**src/rtl/owr_pkg.sv**
```systemverilog
package owr_pkg;

  typedef enum logic [2:0] {
    ST_IDLE,
    ST_SLOT,
    ST_REC,
    ST_RWAIT,
    ST_PDLY,
    ST_PLOW
  } owr_state_e;

  // Timer value at which a slot may be closed by a high line.
  function automatic int unsigned slot_close_at(int unsigned samp, int unsigned hold);
    return ((samp > hold) ? samp : hold) + 1;
  endfunction

  // Bit a write slot carries for a given master low length (in samples).
  function automatic logic write_value(int unsigned low_len, int unsigned samp);
    return (low_len <= samp) ? 1'b1 : 1'b0;
  endfunction

  // Whether a read slot needs the pull-down for the given bit.
  function automatic logic read_needs_pull(logic is_read, logic bit_val);
    return is_read & ~bit_val;
  endfunction

endpackage

```
**src/rtl/owr_line_mon.sv**
```systemverilog
module owr_line_mon #(
  parameter int unsigned CNT_W   = 8,
  parameter int unsigned RST_MIN = 48
) (
  input  logic clk,
  input  logic rst_n,
  input  logic line_in,
  input  logic pull_low,
  output logic fall_ev,
  output logic rst_hit,
  output logic bus_reset
);

  localparam logic [CNT_W-1:0] K_RST  = CNT_W'(RST_MIN);
  localparam logic [CNT_W-1:0] K_HIT  = CNT_W'(RST_MIN - 1);

  logic             line_q;
  logic [CNT_W-1:0] low_cnt;

  // Falling edge made by the master only: the block's own pull is masked.
  assign fall_ev = line_q & ~line_in & ~pull_low;
  assign rst_hit = ~line_in & (low_cnt == K_HIT);

  always_ff @(posedge clk) begin
    if (!rst_n) begin
      line_q    <= 1'b1;
      low_cnt   <= '0;
      bus_reset <= 1'b0;
    end else begin
      line_q    <= line_in;
      bus_reset <= rst_hit;
      if (line_in)
        low_cnt <= '0;
      else if (low_cnt != K_RST)
        low_cnt <= low_cnt + 1'b1;
    end
  end

  // a reset hit needs the line low now and on the previous sample
  p_hit_after_low_r2: assert property (@(posedge clk) disable iff (!rst_n)
    rst_hit |-> (!line_in && $past(!line_in)));

  // the reset strobe is a single cycle
  p_reset_single_r2: assert property (@(posedge clk) disable iff (!rst_n)
    bus_reset |=> !bus_reset);

  // an edge is never reported while the block itself pulls the line
  p_own_edge_masked_r8: assert property (@(posedge clk) disable iff (!rst_n)
    (pull_low && $past(pull_low)) |-> !fall_ev);

endmodule

```
**src/rtl/owr_seq.sv**
```systemverilog
module owr_seq
  import owr_pkg::*;
#(
  parameter int unsigned CNT_W     = 8,
  parameter int unsigned PD_HIGH   = 4,
  parameter int unsigned PD_LOW    = 16,
  parameter int unsigned SAMPLE_AT = 6,
  parameter int unsigned READ_HOLD = 10,
  parameter int unsigned REC_T     = 2
) (
  input  logic clk,
  input  logic rst_n,
  input  logic line_in,
  input  logic fall_ev,
  input  logic rst_hit,
  input  logic tx_bit,
  input  logic tx_is_read,
  output logic pull_low,
  output logic rx_valid,
  output logic rx_bit
);

  localparam int unsigned    CLOSE_AT = slot_close_at(SAMPLE_AT, READ_HOLD);
  localparam logic [CNT_W-1:0] K_SAMP  = CNT_W'(SAMPLE_AT);
  localparam logic [CNT_W-1:0] K_HOLD  = CNT_W'(READ_HOLD);
  localparam logic [CNT_W-1:0] K_CLOSE = CNT_W'(CLOSE_AT);
  localparam logic [CNT_W-1:0] K_REC   = CNT_W'(REC_T);
  localparam logic [CNT_W-1:0] K_PDH   = CNT_W'(PD_HIGH);
  localparam logic [CNT_W-1:0] K_PDL   = CNT_W'(PD_LOW);

  owr_state_e       state;
  logic [CNT_W-1:0] cnt;
  logic             slot_rd;
  logic             slot_b;

  always_ff @(posedge clk) begin
    if (!rst_n) begin
      state    <= ST_IDLE;
      cnt      <= '0;
      slot_rd  <= 1'b0;
      slot_b   <= 1'b1;
      pull_low <= 1'b0;
      rx_valid <= 1'b0;
      rx_bit   <= 1'b0;
    end else begin
      rx_valid <= 1'b0;
      if (rst_hit) begin
        state    <= ST_RWAIT;
        cnt      <= '0;
        pull_low <= 1'b0;
      end else begin
        unique case (state)
          ST_IDLE: begin
            if (fall_ev) begin
              state    <= ST_SLOT;
              cnt      <= CNT_W'(1);
              slot_rd  <= tx_is_read;
              slot_b   <= tx_bit;
              pull_low <= read_needs_pull(tx_is_read, tx_bit);
            end
          end
          ST_SLOT: begin
            if (cnt < K_CLOSE) cnt <= cnt + 1'b1;
            if (!slot_rd && cnt == K_SAMP) begin
              rx_valid <= 1'b1;
              rx_bit   <= line_in;
            end
            if (pull_low && cnt == K_HOLD) pull_low <= 1'b0;
            if (cnt >= K_CLOSE && line_in) begin
              state <= ST_REC;
              cnt   <= CNT_W'(1);
            end
          end
          ST_REC: begin
            if (!line_in)
              cnt <= '0;
            else if (cnt >= K_REC)
              state <= ST_IDLE;
            else
              cnt <= cnt + 1'b1;
          end
          ST_RWAIT: begin
            if (line_in) begin
              state <= ST_PDLY;
              cnt   <= CNT_W'(1);
            end
          end
          ST_PDLY: begin
            if (cnt == K_PDH) begin
              pull_low <= 1'b1;
              state    <= ST_PLOW;
              cnt      <= CNT_W'(1);
            end else begin
              cnt <= cnt + 1'b1;
            end
          end
          ST_PLOW: begin
            if (cnt == K_PDL) begin
              pull_low <= 1'b0;
              state    <= ST_REC;
              cnt      <= CNT_W'(1);
            end else begin
              cnt <= cnt + 1'b1;
            end
          end
          default: state <= ST_IDLE;
        endcase
      end
    end
  end

  // the write strobe lasts one cycle
  p_rx_single_r4: assert property (@(posedge clk) disable iff (!rst_n)
    rx_valid |=> !rx_valid);

  // read slots never produce a received bit
  p_no_rx_in_read_r5: assert property (@(posedge clk) disable iff (!rst_n)
    rx_valid |-> !slot_rd);

  // a read slot returning one leaves the line alone
  p_read_one_silent_r6: assert property (@(posedge clk) disable iff (!rst_n)
    (state == ST_SLOT && slot_rd && slot_b) |-> !pull_low);

  // the pull starts only at a master edge or at the end of the presence delay
  p_pull_cause_r5: assert property (@(posedge clk) disable iff (!rst_n)
    $rose(pull_low) |-> ($past(fall_ev) || $past(state) == ST_PDLY));

  // a reset releases the line on the next cycle
  p_reset_release_r9: assert property (@(posedge clk) disable iff (!rst_n)
    rst_hit |=> !pull_low);

  // an edge during recovery opens no slot
  p_rec_blocks_r7: assert property (@(posedge clk) disable iff (!rst_n)
    (state == ST_REC && fall_ev && !rst_hit) |=> state != ST_SLOT);

  // the presence pulse leads only to its own end or to recovery
  p_presence_path_r8: assert property (@(posedge clk) disable iff (!rst_n)
    (state == ST_PLOW && !rst_hit) |=> (state == ST_PLOW || state == ST_REC));

endmodule

```
**src/rtl/owr_bit_responder.sv**
```systemverilog
module owr_bit_responder #(
  parameter int unsigned CNT_W     = 8,
  parameter int unsigned RST_MIN   = 48,
  parameter int unsigned PD_HIGH   = 4,
  parameter int unsigned PD_LOW    = 16,
  parameter int unsigned SAMPLE_AT = 6,
  parameter int unsigned READ_HOLD = 10,
  parameter int unsigned REC_T     = 2
) (
  input  logic clk,
  input  logic rst_n,
  input  logic line_in,
  input  logic tx_bit,
  input  logic tx_is_read,
  output logic pull_low,
  output logic rx_valid,
  output logic rx_bit,
  output logic bus_reset
);

  logic fall_ev;
  logic rst_hit;

  owr_line_mon #(
    .CNT_W   (CNT_W),
    .RST_MIN (RST_MIN)
  ) u_mon (
    .clk       (clk),
    .rst_n     (rst_n),
    .line_in   (line_in),
    .pull_low  (pull_low),
    .fall_ev   (fall_ev),
    .rst_hit   (rst_hit),
    .bus_reset (bus_reset)
  );

  owr_seq #(
    .CNT_W     (CNT_W),
    .PD_HIGH   (PD_HIGH),
    .PD_LOW    (PD_LOW),
    .SAMPLE_AT (SAMPLE_AT),
    .READ_HOLD (READ_HOLD),
    .REC_T     (REC_T)
  ) u_seq (
    .clk        (clk),
    .rst_n      (rst_n),
    .line_in    (line_in),
    .fall_ev    (fall_ev),
    .rst_hit    (rst_hit),
    .tx_bit     (tx_bit),
    .tx_is_read (tx_is_read),
    .pull_low   (pull_low),
    .rx_valid   (rx_valid),
    .rx_bit     (rx_bit)
  );

  // outputs are quiet in the cycle after reset is released
  p_quiet_after_reset_r1: assert property (@(posedge clk)
    (!rst_n) |=> (!pull_low && !rx_valid && !bus_reset));

endmodule

```
**config.mk**
```make
export PLATFORM = sky130hd
export DESIGN_NAME = owr_bit_responder
export DESIGN_NICKNAME = d
export VERILOG_FILES = /design/src/rtl/owr_pkg.sv /design/src/rtl/owr_line_mon.sv /design/src/rtl/owr_seq.sv /design/src/rtl/owr_bit_responder.sv
export SDC_FILE = /design/constraint.sdc
export NUM_CORES = 1
export LEC_CHECK = 0
export ABC_AREA = 1
export ABC_CLOCK_PERIOD_IN_PS = 2400
export BUFFER_PORTS_ARGS = -buffer_cell sky130_fd_sc_hd__buf_4
export CAP_MARGIN = 20
export CORE_MARGIN = 3
export CORE_UTILIZATION = 35
export DETAILED_ROUTE_END_ITERATION = 10
export PLACE_DENSITY = 0.47
export REMOVE_ABC_BUFFERS = 1
export SETUP_SLACK_MARGIN = 0.02
export SKIP_LAST_GASP = 1
export SLEW_MARGIN = 20
export SYNTH_ARGS = -nofsm -noshare
export SYNTH_HDL_FRONTEND = slang
export SYNTH_SLANG_ARGS = --single-unit
```
**constraint.sdc**
```tcl
create_clock -name clk -period 2.4 [get_ports clk]
set_input_delay 0 -clock clk [delete_from_list [all_inputs] [get_ports clk]]
set_output_delay 0 -clock clk [all_outputs]
set_load 0.1 [all_outputs]
```
---- Yosys cells after proc, flatten, opt, wreduce, memory -nomap -nowiden ----
Index checks and enable logic that the tools add are counted.
storage, ports and cells
  output and inout bits ................... 4
  register bits after elaboration ......... 25
  input bits .............................. 5
  logic and storage cells ................. 93
operators by class
  multiplexer cells ....................... 24
  magnitude comparators ................... 3
  reductions and logical operators ........ 16
  bitwise gates (word level) .............. 10
  add/subtract/negate cells ............... 2
  eq/ne operators ......................... 28
operators with widths
  kind                 count
  $mux 8               8
  $pmux 8 s6           1
  $mux 3               7
  $pmux 3 s6           1
  $add 8x1->8 const B  2
  $eq 8x3->1 const B   2
  $reduce_and 7->1     2
  $ne 3x2->1 const B   4
  $ne 3x3->1 const B   4
  $ne 2x1->1 const B   5
  $reduce_and 5->1     2
  $eq 8x4->1 const B   1
  $eq 8x5->1 const B   1
  $eq 8x6->1 const B   1
  $ge 8x2->1 const B   1
  $ge 8x4->1 const B   1
  $lt 8x4->1 const B   1
  $ne 8x6->1 const B   1
  $eq 3x2->1 const B   2
  $eq 3x3->1 const B   2
  $ne 2x2->1 const B   3
  $not 1->1            6
  $reduce_and 3->1     2
  $reduce_bool 6->1    1
  other kinds (12)     22

---- Logic depth before layout (Yosys ltp) ----
  word-level depth ........................ 6
  gate-level depth with buffers ........... 12
  mapped depth without buffers ............ 12

---- By module ----
From an unflattened synthesis, not the netlist that was laid out.
unflattened totals
  cells, all modules ...................... 255
  area, all modules ....................... 1597.8 µm²
modules (own cells, without submodules)
  module        area each (µm²)  cells an instance  sequential area each (µm²)  instances
  owr_seq       1108.6           183                300.3                       1
  owr_line_mon  489.2            72                 200.2                       1

---- Worst setup path after synthesis ----
No wires, ideal clock.
  path kind ............................... register to register
  from .................................... register u_seq.pull_low
  to ...................................... register u_seq.cnt[2]
  clock period less this slack ............ 1745 ps
  data required time ...................... 2284 ps
  stages on the path, launching flop included .. 10
  arrival time ............................ 1629 ps
  library setup time ...................... 116 ps
  buffers on the path ..................... 0
  path slack .............................. 655 ps
  cell sequence ........................... dfxtp_1 -> nor2_1 -> nand2_1 -> nand2_2 -> o21ai_2 -> nor2_4 -> nand2_4 -> nand2_1 -> o21ai_1 -> nor2_1
between the ends
  word-level cells in the longest chain between the ends .. 4
RTL lines
  element                            RTL line            text
  from (decl)                        owr_seq.sv:18       output logic pull_low,
  from (signal assigned)             owr_seq.sv:59       pull_low <= read_needs_pull(tx_is_read, tx_bit);
  $not 1->1                          owr_line_mon.sv:21  assign fall_ev = line_q & ~line_in & ~pull_low;
  $and 1x1->1                        owr_line_mon.sv:21
  $ne 2x2->1 (no source line)        --
  $reduce_and 5->1 (no source line)  --
  to (signal assigned)               owr_seq.sv:63       if (cnt < K_CLOSE) cnt <= cnt + 1'b1;
  to (signal assigned)               owr_seq.sv:80       cnt <= cnt + 1'b1;
  to (signal assigned)               owr_seq.sv:94       cnt <= cnt + 1'b1;
  to (decl)                          owr_seq.sv:32       logic [CNT_W-1:0] cnt;
No other way between the ends.
A chain may end at the register's enable or synchronous reset.

---- Worst setup path in the final report ----
  from .................................... register u_seq.cnt[0]
  to ...................................... register u_seq.cnt[3]
between the ends
  word-level cells in the longest chain between the ends .. 4
  elaborated cells between the ends (all ways) .. 17
  classes of those cells .................. add/sub: 1; order compare: 3; eq/ne: 4; mux: 7; reduce/logical: 2
RTL lines
  element                                                RTL line       text
  $add 8x1->8 / $ge 8x4->1 (equally long branches)       --
  $mux 8 (tied with other cells)                         owr_seq.sv:77  else if (cnt >= K_REC)
  $mux 8 (tied with other cells)                         owr_seq.sv:75  if (!line_in)
  $pmux 8 s6 / $reduce_and 5->1 (equally long branches)  --
Parallel ways exist; a longest one is shown, timed or not. The select of a mux whose other input is x is not followed.

==> results.sh <==
export IMPL_clock_skew_ns=0.005492
export IMPL_status="finished, final reports clean"
export IMPL_ff2ff_path_depth=10
export IMPL_grt_ovfl_total=0
export IMPL_placement_io_buffers=8
export IMPL_num_rows=23
export IMPL_max_slew_margin_rel_pct=77.90
export IMPL_stdcell_count=288
export IMPL_area_growth_pct=11.22
export IMPL_final_common_cell="nand2_1"
export IMPL_root_buffer="clkbuf_8"
export IMPL_holdBufCountCts=1
export IMPL_synth_top_cell_area_share_pct=32.76
export IMPL_core_region_area_um2=4115
export IMPL_fmax_mhz=530.4
export IMPL_cts_buffers=3
export IMPL_setup_tns_final_ns=0
export IMPL_path_cells="inv_1 > ha_1 > inv_1 > nand2_1 > nor2_1 > a21oi_2 > nor2_4 > nand2_4 > o21ai_2 > nor2_1"
export IMPL_dp_cells=283
export IMPL_syn_cell_area_um2=1528
export IMPL_layout_nets=249
export IMPL_ir_worst_vdd_v=0.0004562
export IMPL_viasPerCell=5.017
export IMPL_wl_met1_um=1904
export IMPL_met3_length_um=81
export IMPL_hold_viol_final=0
export IMPL_synth_seq_cells=25
export IMPL_cts_num_sinks=25
export IMPL_finalSetupViolCount=0
export IMPL_ioPinCount=9
export IMPL_whs_path_depth=3
export IMPL_cp_slowest_cell="dfxtp_1"
export IMPL_wirelength_um=3659
export IMPL_drv_slew=0
export IMPL_track_usage_pct=14.55
export IMPL_path_max_fanout=9
export IMPL_critical_path_required_ns=2.57
export IMPL_synth_top_area_cell="dfxtp_1"
export IMPL_hold_class="primary input to flip-flop"
export IMPL_remaining_drc_errors=0
export IMPL_critPathCaptureType="flip-flop"
export IMPL_initialDrtViolationCount=97
export IMPL_cts_resized=0
export IMPL_power_mw=1.436
export IMPL_cp_start_kind="flip-flop"
export IMPL_dpl_hpwl_um=2854
export IMPL_post_cts_buffers=0
export IMPL_die_h_um=72.07
export IMPL_diodes=0
export IMPL_cp_slowest_stage_delay_ns=0.42
export IMPL_rsz0062_at_grt="false"
export IMPL_place_ws_ns=0.5358
export IMPL_num_vias=1445
export IMPL_layout_setup_ws_ns=0.5147
export IMPL_dpl_instance_area_um2=1640
export IMPL_max_cap_viol_count=0
export IMPL_whs_ns=0.01916
export IMPL_grt_pass1_vias=1311
export IMPL_syn_avg_cell_area_um2=6.730
export IMPL_fin_crit_ns=1.885
export IMPL_design_area_um2=1699
export IMPL_wl_per_cell_um=12.70
export IMPL_yosysWarnings=0
export IMPL_leakagePower_nw=0.7372
export IMPL_die_area_um2=5193
export IMPL_netlist_top_cells_area="dfxtp_1 33%, nand2_1 10%, nor2_1 8.6%, nand3_1 6.6%, inv_1 5.9%"
export IMPL_path_clk_slew_ns=0.10
export IMPL_clock_latency_ns=0.27
export IMPL_die_w_um=72.07
export IMPL_powerDensity_nw_per_um2=845.1
export IMPL_n_fill_cell=444
export IMPL_initial_core_util_pct=37.12
export IMPL_seq_area_frac_synth_pct=32.76
export IMPL_finalCritPeriodShare_pct=78.56
export IMPL_finish_utilization_pct=41.29
export IMPL_wl_met2_um=1652
export IMPL_final_cell_mix="42 x nand2_1, 35 x nor2_1, 25 x dfxtp_1"
export IMPL_grt_pass1_wl_um=6175
export IMPL_drive_gt1_share_pct=15.55
export IMPL_grt_max_degree=16
export IMPL_place_congestion=0.8169
export IMPL_crit_arrival_ns=2.06
export IMPL_htree_levels=1
export IMPL_drt_pass1_iterations=4
export IMPL_clock_path_buffers=2
export IMPL_synth_distinct_cells=29
export IMPL_ant_nets=0
export IMPL_critPathKind="flip-flop to flip-flop"
export IMPL_synth_cells=227
export IMPL_antenna_found_initial=0
export IMPL_top_layer_used="met4"
export IMPL_cts_tree="built"
export IMPL_worst_slew_pin_slew_ns=0.3311
==> worst max-delay path, delay by kind of cell (launching register included) <==
family / cells / cell delay (ns)
adders and majority gates: 1 / 0.24
DFF: 1 / 0.42
AOI/OAI and AO/OA: 2 / 0.33
and+or+nand+nor: 5 / 0.57
buffers and inverters: 2 / 0.22
==> state kept, by name (all words and copies together), names as in the netlist <==
register,count
u_seq.rx_valid,1
u_mon.line_q,1
u_mon.low_cnt,8
u_seq.slot_rd,1
u_seq.rx_bit,1
u_mon.bus_reset,1
u_seq.cnt,8
u_seq.pull_low,1
u_seq.state,3
==> power breakdown <==
part           switching [mW]  leakage, nW  internal, mW
logic                   0.427        0.512         0.209
clock network           0.148       0.0217         0.118
registers              0.0714        0.203         0.462
total                   0.647        0.737         0.789
==> kinds of logic (layout without fill, tap and decap cells) <==
family	after synthesis	in the layout	synth area share (%)
flip-flops	25	25	32.76
buffers and inverters	35	46	8.763
adder cells (fa/ha/maj)	5	5	4.095
XOR/XNOR	5	5	2.867
AND/OR/NAND/NOR	126	126	39.48
AO/OA/AOI/OAI	31	31	12.04
==> layer usage <==
metal  global-route usage [%]  up-vias
li1                         -      761
met1                    21.55      665
met2                    22.35       15
met3                    2.216        4
met4                    2.923        0
met5                        0        -
==> synth_stat cells <==
cell      count
nor3_1        5
nand3_2       1
xnor2_1       2
nor4_1        1
o211ai_1      3
inv_2         8
nand3_1      20
nand2_1      42
a211oi_1      1
o21ai_0       7
or2_2         1
nand4_1       9
o21bai_1      2
clkinv_1      1
o21ai_1       1
a21oi_2       1
nor2_1       35
a31oi_1       2
xor2_1        3
nand2_4       2
nor2_2        3
buf_2         2
ha_1          5
nor2_4        5
dfxtp_1      25
inv_1        24
a21oi_1      12
nand2_2       2
o21ai_2       2
==> worst paths after layout <==
path	end	slack (ns)	start
setup / recovery	u_seq.cnt[3]	0.51	u_seq.cnt[0]
hold reg to reg	u_seq.cnt[7]	0.50	u_seq.cnt[7]
hold / removal	u_seq.slot_rd	0.02	tx_is_read
setup reg to reg	u_seq.cnt[3]	0.51	u_seq.cnt[0]
==> final cells by class <==
class | count | area (um2) | share of cell area (%)
clock buffer | 3 | 41.29 | 2.430
clock inverter | 1 | 7.507 | 0.4418
timing repair buffer | 9 | 70.07 | 4.124
sequential | 25 | 500.5 | 29.46
inverter | 33 | 123.9 | 7.290
multi-input combinational | 167 | 893.4 | 52.58
tap | 50 | 62.56 | 3.682
Power figures use the tool's default switching activity.
